File: src/rtl/clkdist_cfg_pkg.sv
package clkdist_cfg_pkg;

  typedef enum logic [2:0] {
    SQ_IDLE,
    SQ_PWRDN,
    SQ_PWRUP,
    SQ_SYNC,
    SQ_SETTLE,
    SQ_LOAD,
    SQ_SEND,
    SQ_GAP
  } seq_state_t;

  typedef enum logic [1:0] {
    TX_IDLE,
    TX_LOW,
    TX_HIGH,
    TX_TAIL
  } tx_state_t;

endpackage

File: src/rtl/clkdist_cfg_rom.sv
module clkdist_cfg_rom #(
  parameter int NUM_REGS = 9,
  parameter int DATA_W   = 28,
  parameter int ADDR_W   = 4,
  parameter logic [NUM_REGS-1:0][DATA_W-1:0] PRI_TABLE = '0,
  parameter logic [NUM_REGS-1:0][DATA_W-1:0] SEC_TABLE = '0
) (
  input  logic              clk,
  input  logic              sel,
  input  logic [ADDR_W-1:0] addr,
  output logic [DATA_W-1:0] rd_data
);

  // Registered read so the two constant tables map onto a ROM.
  always_ff @(posedge clk) begin
    if (32'(addr) >= NUM_REGS)
      rd_data <= '0;
    else if (sel)
      rd_data <= SEC_TABLE[addr];
    else
      rd_data <= PRI_TABLE[addr];
  end

endmodule

File: src/rtl/clkdist_cfg_tx.sv
module clkdist_cfg_tx
  import clkdist_cfg_pkg::*;
#(
  parameter int FRAME_W = 32,
  parameter int SCK_LO  = 2,
  parameter int SCK_HI  = 2
) (
  input  logic               clk,
  input  logic               rst,
  input  logic               load,
  input  logic [FRAME_W-1:0] frame,
  output logic               sclk,
  output logic               sdata,
  output logic               cs_n,
  output logic               fin
);

  localparam int PH_MAX = (SCK_LO > SCK_HI) ? SCK_LO : SCK_HI;
  localparam int PH_W   = $clog2(PH_MAX + 1);
  localparam int BIT_W  = $clog2(FRAME_W);
  localparam logic [PH_W-1:0]  LO_RELOAD = PH_W'(SCK_LO - 1);
  localparam logic [PH_W-1:0]  HI_RELOAD = PH_W'(SCK_HI - 1);
  localparam logic [BIT_W-1:0] LAST_BIT  = BIT_W'(FRAME_W - 1);

  tx_state_t          st;
  logic [PH_W-1:0]    ph_cnt;
  logic [BIT_W-1:0]   bit_idx;
  logic [FRAME_W-1:0] shreg;

  always_ff @(posedge clk) begin
    if (rst) begin
      st      <= TX_IDLE;
      ph_cnt  <= '0;
      bit_idx <= '0;
      shreg   <= '0;
      sclk    <= 1'b0;
      sdata   <= 1'b0;
      cs_n    <= 1'b1;
      fin     <= 1'b0;
    end else begin
      fin <= 1'b0;
      unique case (st)
        TX_IDLE: begin
          if (load) begin
            cs_n    <= 1'b0;
            sdata   <= frame[0];
            shreg   <= frame >> 1;
            bit_idx <= '0;
            ph_cnt  <= LO_RELOAD;
            st      <= TX_LOW;
          end
        end
        TX_LOW: begin
          if (ph_cnt == '0) begin
            sclk   <= 1'b1;
            ph_cnt <= HI_RELOAD;
            st     <= TX_HIGH;
          end else begin
            ph_cnt <= ph_cnt - 1'b1;
          end
        end
        TX_HIGH: begin
          if (ph_cnt == '0) begin
            sclk   <= 1'b0;
            ph_cnt <= LO_RELOAD;
            if (bit_idx == LAST_BIT) begin
              st <= TX_TAIL;
            end else begin
              sdata   <= shreg[0];
              shreg   <= shreg >> 1;
              bit_idx <= bit_idx + 1'b1;
              st      <= TX_LOW;
            end
          end else begin
            ph_cnt <= ph_cnt - 1'b1;
          end
        end
        TX_TAIL: begin
          if (ph_cnt == '0) begin
            cs_n  <= 1'b1;
            sdata <= 1'b0;
            fin   <= 1'b1;
            st    <= TX_IDLE;
          end else begin
            ph_cnt <= ph_cnt - 1'b1;
          end
        end
        default: st <= TX_IDLE;
      endcase
    end
  end

endmodule

File: src/rtl/clkdist_cfg_seq.sv
module clkdist_cfg_seq
  import clkdist_cfg_pkg::*;
#(
  parameter int NUM_REGS    = 9,
  parameter int DATA_W      = 28,
  parameter int ADDR_W      = 4,
  parameter int WAIT_CYCLES = 14000,
  parameter int SCK_LO      = 2,
  parameter int SCK_HI      = 2,
  parameter logic [NUM_REGS-1:0][DATA_W-1:0] PRI_TABLE = {
    28'h0310A42, 28'h5C00021, 28'h0804D11, 28'h2A80B05, 28'h2A80B04,
    28'h2A80B03, 28'h2A80B02, 28'h2A80B01, 28'h2A80B00},
  parameter logic [NUM_REGS-1:0][DATA_W-1:0] SEC_TABLE = {
    28'h0310A43, 28'h5C00022, 28'h08039E6, 28'h7A80B2C, 28'h7A80B2B,
    28'h7A80B2A, 28'h7A80B29, 28'h7A80B28, 28'h7A80B27}
) (
  input  logic clk,
  input  logic rst,
  input  logic start,
  input  logic ref_sel,
  output logic sclk,
  output logic sdata,
  output logic cs_n,
  output logic pd_n,
  output logic sync_n,
  output logic busy,
  output logic done
);

  localparam int FRAME_W    = DATA_W + ADDR_W;
  localparam int GAP_CYCLES = SCK_LO + SCK_HI;
  localparam int CNT_MAX    = (WAIT_CYCLES > GAP_CYCLES) ? WAIT_CYCLES : GAP_CYCLES;
  localparam int CNT_W      = $clog2(CNT_MAX + 1);
  localparam logic [CNT_W-1:0]  WAIT_RELOAD = CNT_W'(WAIT_CYCLES - 1);
  localparam logic [CNT_W-1:0]  GAP_RELOAD  = CNT_W'(GAP_CYCLES - 1);
  localparam logic [ADDR_W-1:0] LAST_ADDR   = ADDR_W'(NUM_REGS - 1);

  seq_state_t        st;
  logic [CNT_W-1:0]  wcnt;
  logic [ADDR_W-1:0] addr_q;
  logic              sel_q;
  logic              tx_load;
  logic              tx_fin;
  logic [DATA_W-1:0] rom_data;
  logic [FRAME_W-1:0] frame_word;

  assign frame_word = {rom_data, addr_q};

  clkdist_cfg_rom #(
    .NUM_REGS (NUM_REGS),
    .DATA_W   (DATA_W),
    .ADDR_W   (ADDR_W),
    .PRI_TABLE(PRI_TABLE),
    .SEC_TABLE(SEC_TABLE)
  ) rom_i (
    .clk    (clk),
    .sel    (sel_q),
    .addr   (addr_q),
    .rd_data(rom_data)
  );

  clkdist_cfg_tx #(
    .FRAME_W(FRAME_W),
    .SCK_LO (SCK_LO),
    .SCK_HI (SCK_HI)
  ) tx_i (
    .clk  (clk),
    .rst  (rst),
    .load (tx_load),
    .frame(frame_word),
    .sclk (sclk),
    .sdata(sdata),
    .cs_n (cs_n),
    .fin  (tx_fin)
  );

  always_ff @(posedge clk) begin
    if (rst) begin
      st      <= SQ_IDLE;
      wcnt    <= '0;
      addr_q  <= '0;
      sel_q   <= 1'b0;
      tx_load <= 1'b0;
      pd_n    <= 1'b1;
      sync_n  <= 1'b1;
      busy    <= 1'b0;
      done    <= 1'b0;
    end else begin
      done    <= 1'b0;
      tx_load <= 1'b0;
      unique case (st)
        SQ_IDLE: begin
          if (start) begin
            sel_q <= ref_sel;
            busy  <= 1'b1;
            pd_n  <= 1'b0;
            wcnt  <= WAIT_RELOAD;
            st    <= SQ_PWRDN;
          end
        end
        SQ_PWRDN: begin
          if (wcnt == '0) begin
            pd_n <= 1'b1;
            wcnt <= WAIT_RELOAD;
            st   <= SQ_PWRUP;
          end else begin
            wcnt <= wcnt - 1'b1;
          end
        end
        SQ_PWRUP: begin
          if (wcnt == '0) begin
            sync_n <= 1'b0;
            wcnt   <= WAIT_RELOAD;
            st     <= SQ_SYNC;
          end else begin
            wcnt <= wcnt - 1'b1;
          end
        end
        SQ_SYNC: begin
          if (wcnt == '0) begin
            sync_n <= 1'b1;
            wcnt   <= WAIT_RELOAD;
            st     <= SQ_SETTLE;
          end else begin
            wcnt <= wcnt - 1'b1;
          end
        end
        SQ_SETTLE: begin
          if (wcnt == '0) begin
            addr_q <= '0;
            st     <= SQ_LOAD;
          end else begin
            wcnt <= wcnt - 1'b1;
          end
        end
        SQ_LOAD: begin
          tx_load <= 1'b1;
          st      <= SQ_SEND;
        end
        SQ_SEND: begin
          if (tx_fin) begin
            if (addr_q == LAST_ADDR) begin
              busy <= 1'b0;
              done <= 1'b1;
              st   <= SQ_IDLE;
            end else begin
              wcnt <= GAP_RELOAD;
              st   <= SQ_GAP;
            end
          end
        end
        SQ_GAP: begin
          if (wcnt == '0) begin
            addr_q <= addr_q + 1'b1;
            st     <= SQ_LOAD;
          end else begin
            wcnt <= wcnt - 1'b1;
          end
        end
        default: st <= SQ_IDLE;
      endcase
    end
  end

endmodule

File: config.mk
export PLATFORM = sky130hd
export DESIGN_NAME = clkdist_cfg_seq
export DESIGN_NICKNAME = d
export VERILOG_FILES = /design/src/rtl/clkdist_cfg_pkg.sv /design/src/rtl/clkdist_cfg_rom.sv /design/src/rtl/clkdist_cfg_tx.sv /design/src/rtl/clkdist_cfg_seq.sv
export SDC_FILE = /design/constraint.sdc
export NUM_CORES = 1
export LEC_CHECK = 0
export CORE_UTILIZATION = 45
export CTS_CLUSTER_DIAMETER = 150
export DETAILED_ROUTE_END_ITERATION = 7
export SLEW_MARGIN = 20
export SYNTH_ARGS = -nofsm -noshare
export SYNTH_HDL_FRONTEND = slang
export SYNTH_SLANG_ARGS = --single-unit
File: constraint.sdc
create_clock -name clk -period 3.6 [get_ports clk]
set_clock_uncertainty 0.2 [all_clocks]
set_input_delay 0.72 -clock clk [delete_from_list [all_inputs] [get_ports clk]]
set_output_delay 0.72 -clock clk [all_outputs]
set_load 0.005 [all_outputs]
**Word-level counts from Yosys, hierarchy flattened**

Memory sizes are Yosys's and may differ from the RTL's. A register that Yosys moved wholly into a read port is not among the register bits.
Cells that the tools add are included.
Widths: inputs -> output; s select.

- Word-level logic and storage cells: 151
- Output and inout bits: 7
- ROM bits: 896
- Memories: 2
- Input port bits: 4
- Flip-flop bits (word level): 100

- Magnitude comparators: 2
- Muxes and demuxes: 62
- Add/sub/neg operators: 4
- Reductions and logical operators: 31
- Bitwise gates (word level): 3
- Equal/unequal tests: 29

Memories:

| name | depth | bits a word | read ports | clocked after memory_dff | write ports | RTL line | source |
|---|---|---|---|---|---|---|---|
| (name not given) | 16 | 28 | 1 | 1 | 0 | clkdist_cfg_rom.sv:19 | `rd_data <= SEC_TABLE[addr];` |
| (name not given) | 16 | 28 | 1 | 1 | 0 | clkdist_cfg_rom.sv:21 | `rd_data <= PRI_TABLE[addr];` |

Operators with widths:

| kind | count |
|---|---|
| $mux 32 | 3 |
| $mux 28 | 3 |
| $mux 14 | 5 |
| $pmux 32 s2 | 1 |
| $pmux 14 s4 | 1 |
| $mux 4 | 6 |
| $ne 2x2->1 const B | 12 |
| $mux 3 | 7 |
| $pmux 3 s7 | 1 |
| $mux 1 | 15 |
| $mux 5 | 3 |
| $reduce_and 3->1 | 5 |
| $logic_not 14->1 | 1 |
| $mux 2 | 7 |
| $reduce_bool 2->1 | 7 |
| $sub 14x1->14 const B | 1 |
| $eq 3x3->1 const B | 4 |
| $reduce_and 4->1 | 3 |
| $ne 2x1->1 const B | 5 |
| $pmux 1 s2 | 5 |
| $pmux 5 s2 | 1 |
| $reduce_and 5->1 | 2 |
| $pmux 2 s4 | 1 |
| $pmux 4 s2 | 1 |
| 22 further kinds | 31 |

**Depth between registers and ports, before layout**

- Depth in word-level cells: 5
- Gate-level depth with buffers: 10

**Hierarchy**

A second synthesis with hierarchy kept.

- Cell total of the unflattened synthesis: 501
- Area, all modules: 4,439.3 µm²

By module, submodules not included:

| module | seq. area each (µm²) | times used | area each (µm²) | cells each |
|---|---|---|---|---|
| clkdist_cfg_tx | 880.8 | 1 | 2,194.6 | 225 |
| clkdist_cfg_seq | 540.5 | 1 | 1,516.5 | 197 |
| clkdist_cfg_rom | 320.3 | 1 | 728.2 | 79 |

**Worst setup path before layout**

No wires, ideal clock.

- Kind: register to register
- Start: register wcnt[0]
- End: register with a tool-made name
- Path buffers: 0
- Stages on the path, launching flop included: 10
- Arrival: 2.359 ns
- Clock period less this slack: 2.625 ns
- Path slack: 0.975 ns
- Cell sequence: dfxtp_1 inv_1 ha_1 and4bb_2 and4_4 nand4_4 a31oi_1 ha_1 or3_1 a21oi_2

RTL lines:

| what | RTL line | source |
|---|---|---|
| start, declared | clkdist_cfg_seq.sv:39 | `logic [CNT_W-1:0] wcnt;` |
| start signal, assigned | clkdist_cfg_seq.sv:107 | `wcnt <= wcnt - 1'b1;` |
| start signal, assigned | clkdist_cfg_seq.sv:116 | `wcnt <= wcnt - 1'b1;` |
| start signal, assigned | clkdist_cfg_seq.sv:125 | `wcnt <= wcnt - 1'b1;` |

==> qor.txt <==
status = finished clean
Reg clk slew, reported paths = 0.11 ns
sequential cell area = 2082 um2
grt total ovfl = 0
EDFF count, synth = 0
worst r2r path cells = 6
Endpoint, Worst Hold = rom_i.rd_data[25]
CP Buf/Inv Count = 0
Slew Viols, Final = 0
Int Pwr = 2017 uW
first-pass GRT wire length = 16,660 um
clock sinks = 104
die footprint = 10,930 um2
Clk Latency, worst-skew pair = 0.37 ns
drt drc = 0
fin crit share = 0.8189
Reg power frac = 0.462
max cap viols = 0
n_diodes = 0
vias in the first global route = 3,444
slowest stage delay, CP = 0.72 ns
Max FO, Critical Path = 19
top cells by area, synth = dfxtp_1 44%, ha_1 5.3%, a211oi_1 4.8%, a21oi_1 4.3%, nor2_1 4.3%
P&R area growth vs syn = 8.247%
post-DP HPWL = 6620 um
final setup fails = 0
Max transition margin = 0.2933
Max H-tree Level = 3
CP delay by family, top = compound AO/OA/AOI/OAI gates
switching fraction of total power = 0.3859
sequential area share after synthesis = 0.4399
Max stage delay cell, worst path = dfxtp_1
via count of the routed design = 3,731
post-synthesis cell area = 4733 um2
Boundary Pins = 11
Yosys cell types = 59
Final nets = 551
CTS tree = done
Required @ worst endpoint = 3.71 ns
setup TNS = 0 ns
Logic pwr share = 0.325
Setup CP Type = flip-flop to flip-flop
Ys Warns = 0
most common cell in the netlist = dfxtp_1
crit path cell chain = nor2b_1 -> o21ai_0 -> a31oi_1 -> ha_1 -> or3_1 -> a21oi_2
CTS Buf Count = 9
post-synthesis async set-or-reset flop share = 0
Root Buffer = clkbuf_8
antenna violations before repair = 0
area share of the largest cell type after synthesis = 0.4399
Worst R2R Start = st[1]
Post-Syn Nets = 554
drt wl/cell = 14.50 um
maximum VDD drop = 348.2 uV
endpoint type of the worst setup path = flip-flop
Worst EP arrival = 3.05 ns
min cycle time layout = 2.948 ns
reg2reg setup slack = 0.65 ns
Synth area leader = dfxtp_1
area occupied by multi-input gates = 2471 um2
DIE HEIGHT = 104.6 um
Post-CTS Hold Buffers = 0
Starting DRT DRC Count = 157
largest net degree at the start of global routing = 47
Clk pwr share = 0.214
CP Launch Type = flip-flop
Final Core Density = 0.4985
row count = 37
deepest clock path buffer count = 2
placer congestion estimate = 0.8277
Seq cells post-synth = 104
P per Cell Area = 641.1 nW/um2
drt first pass iters = 5
Initial Util = 0.4606
hold crit path type = flip-flop to flip-flop
RSZ-0062 raised after global routing = false
Fin. Hold Viols = 0
Die X-Extent = 104.6 um
Via-to-Cell Ratio = 5.585
setup bufs post-CTS = 0
switching pwr = 1268 uW
Post-Syn Instances = 530
commonest cells in the netlist = 104 x dfxtp_1, 54 x nor2_1, 41 x a21oi_1, 34 x nand2_1, 30 x a211oi_1
Avg Inst Size Synth = 8.931 um2
worst slew pin tran = 1.053 ns
LEAKAGE = 0.001832 uW
main flop type after synthesis = dfxtp_1
share of post-route cells with drive strength above 1 = 0.07707
fmax = 339.2 MHz
DRT Wirelength = 9684 um
hold path cells = 1
Tot GR Track Use = 0.1870
FILL cells = 1,010
number of gates resized after CTS = 0
PortBufs = 10
post-route ant nets = 0
area of the core = 10,280 um2
-- layout by cell type (no fill, tap or decap), drive strengths merged, types with 7 or more instances in the layout --
| cell | n |
|---|---|
| a211oi | 30 |
| a21oi | 42 |
| a31oi | 7 |
| and2 | 10 |
| and3 | 8 |
| buf | 8 |
| clkbuf | 10 |
| clkdlybuf4s50 | 9 |
| dfxtp | 104 |
| ha | 20 |
| inv | 23 |
| mux2i | 19 |
| nand2 | 34 |
| nand2b | 7 |
| nand3 | 13 |
| nor2 | 55 |
| nor2b | 11 |
| nor3 | 21 |
| nor4 | 7 |
| o21ai | 20 |
| o31ai | 8 |
-- area by class of cell --
| class | instances | area share |
|---|---|---|
| Tap cell | 136 | 0.03321 |
| Clock inverter | 6 | 0.01123 |
| Timing Repair Buffer | 17 | 0.02882 |
| Sequential cell | 104 | 0.4064 |
| Inverter | 18 | 0.01319 |
| Multi-Input combinational cell | 377 | 0.4823 |
| Clock buffer | 10 | 0.02491 |
-- worst reg2reg max path, delay by kind of cell (launching register included) --
kind	cells	cell delay, ns
compound gates	3	0.86
simple gates	2	0.77
flops	1	0.72
fa+ha+maj	1	0.34
-- per-layer routing --
| metal | GRT usage | vias to the layer above | routed length [um] |
|---|---|---|---|
| met5 | 0 | - | 0 |
| met4 | 0.07347 | 0 | 146 |
| met3 | 0.03119 | 12 | 383 |
| met2 | 0.2744 | 71 | 4259 |
| met1 | 0.2722 | 1727 | 4895 |
| li1 | - | 1921 | - |
-- cells by family (layout without fill, tap and decap cells) --
| logic type | after synthesis | after routing | synth area share |
|---|---|---|---|
| xor+xnor | 3 | 3 | 0.005552 |
| compound gates | 144 | 144 | 0.2012 |
| flops | 104 | 104 | 0.4399 |
| fa+ha+maj | 20 | 20 | 0.05287 |
| mux | 20 | 20 | 0.04335 |
| simple gates | 190 | 190 | 0.2160 |
| buf+inv | 49 | 51 | 0.04124 |
-- worst max-delay path by stage --
stage / start / endpoint / slack (ns) / depth (start not counted)
floorplan: wcnt[0] / flip-flop / 0.98 / 9
global placement: wcnt[7] / flip-flop / 0.77 / 7
detailed placement: wcnt[7] / flip-flop / 0.68 / 7
global route: st[1] / flip-flop / 0.46 / 6
finish: st[1] / flip-flop / 0.65 / 6
CTS: wcnt[7] / flip-flop / 0.65 / 7
-- metrics by stage --
| step | std cells | power, uW | hold slack (ns) | cell area [um2] | setup WS [ns] |
|---|---|---|---|---|---|
| after floorplan | 530 | 2340 | 0.2057 | 4733 | 0.9751 |
| after global placement | 652 | 2575 | 0.2120 | 4938 | 0.7673 |
| after detailed placement | 652 | 2599 | 0.2173 | 4938 | 0.6816 |
| after CTS | 668 | 3299 | 0.2360 | 5124 | 0.6524 |
| after global routing | 668 | 3538 | 0.2561 | 5124 | 0.4598 |
| final | 668 | 3285 | 0.2349 | 5124 | 0.6520 |
-- power groups by stage --
stage	clock network [uW]	registers (uW)	logic, uW
after detailed placement	0	1540	1060
final	701	1520	1070
after CTS	722	1510	1060
after global placement	0	1530	1040
after global routing	773	1550	1220
after floorplan	0	1460	884
(Power assumes the default switching activity.)
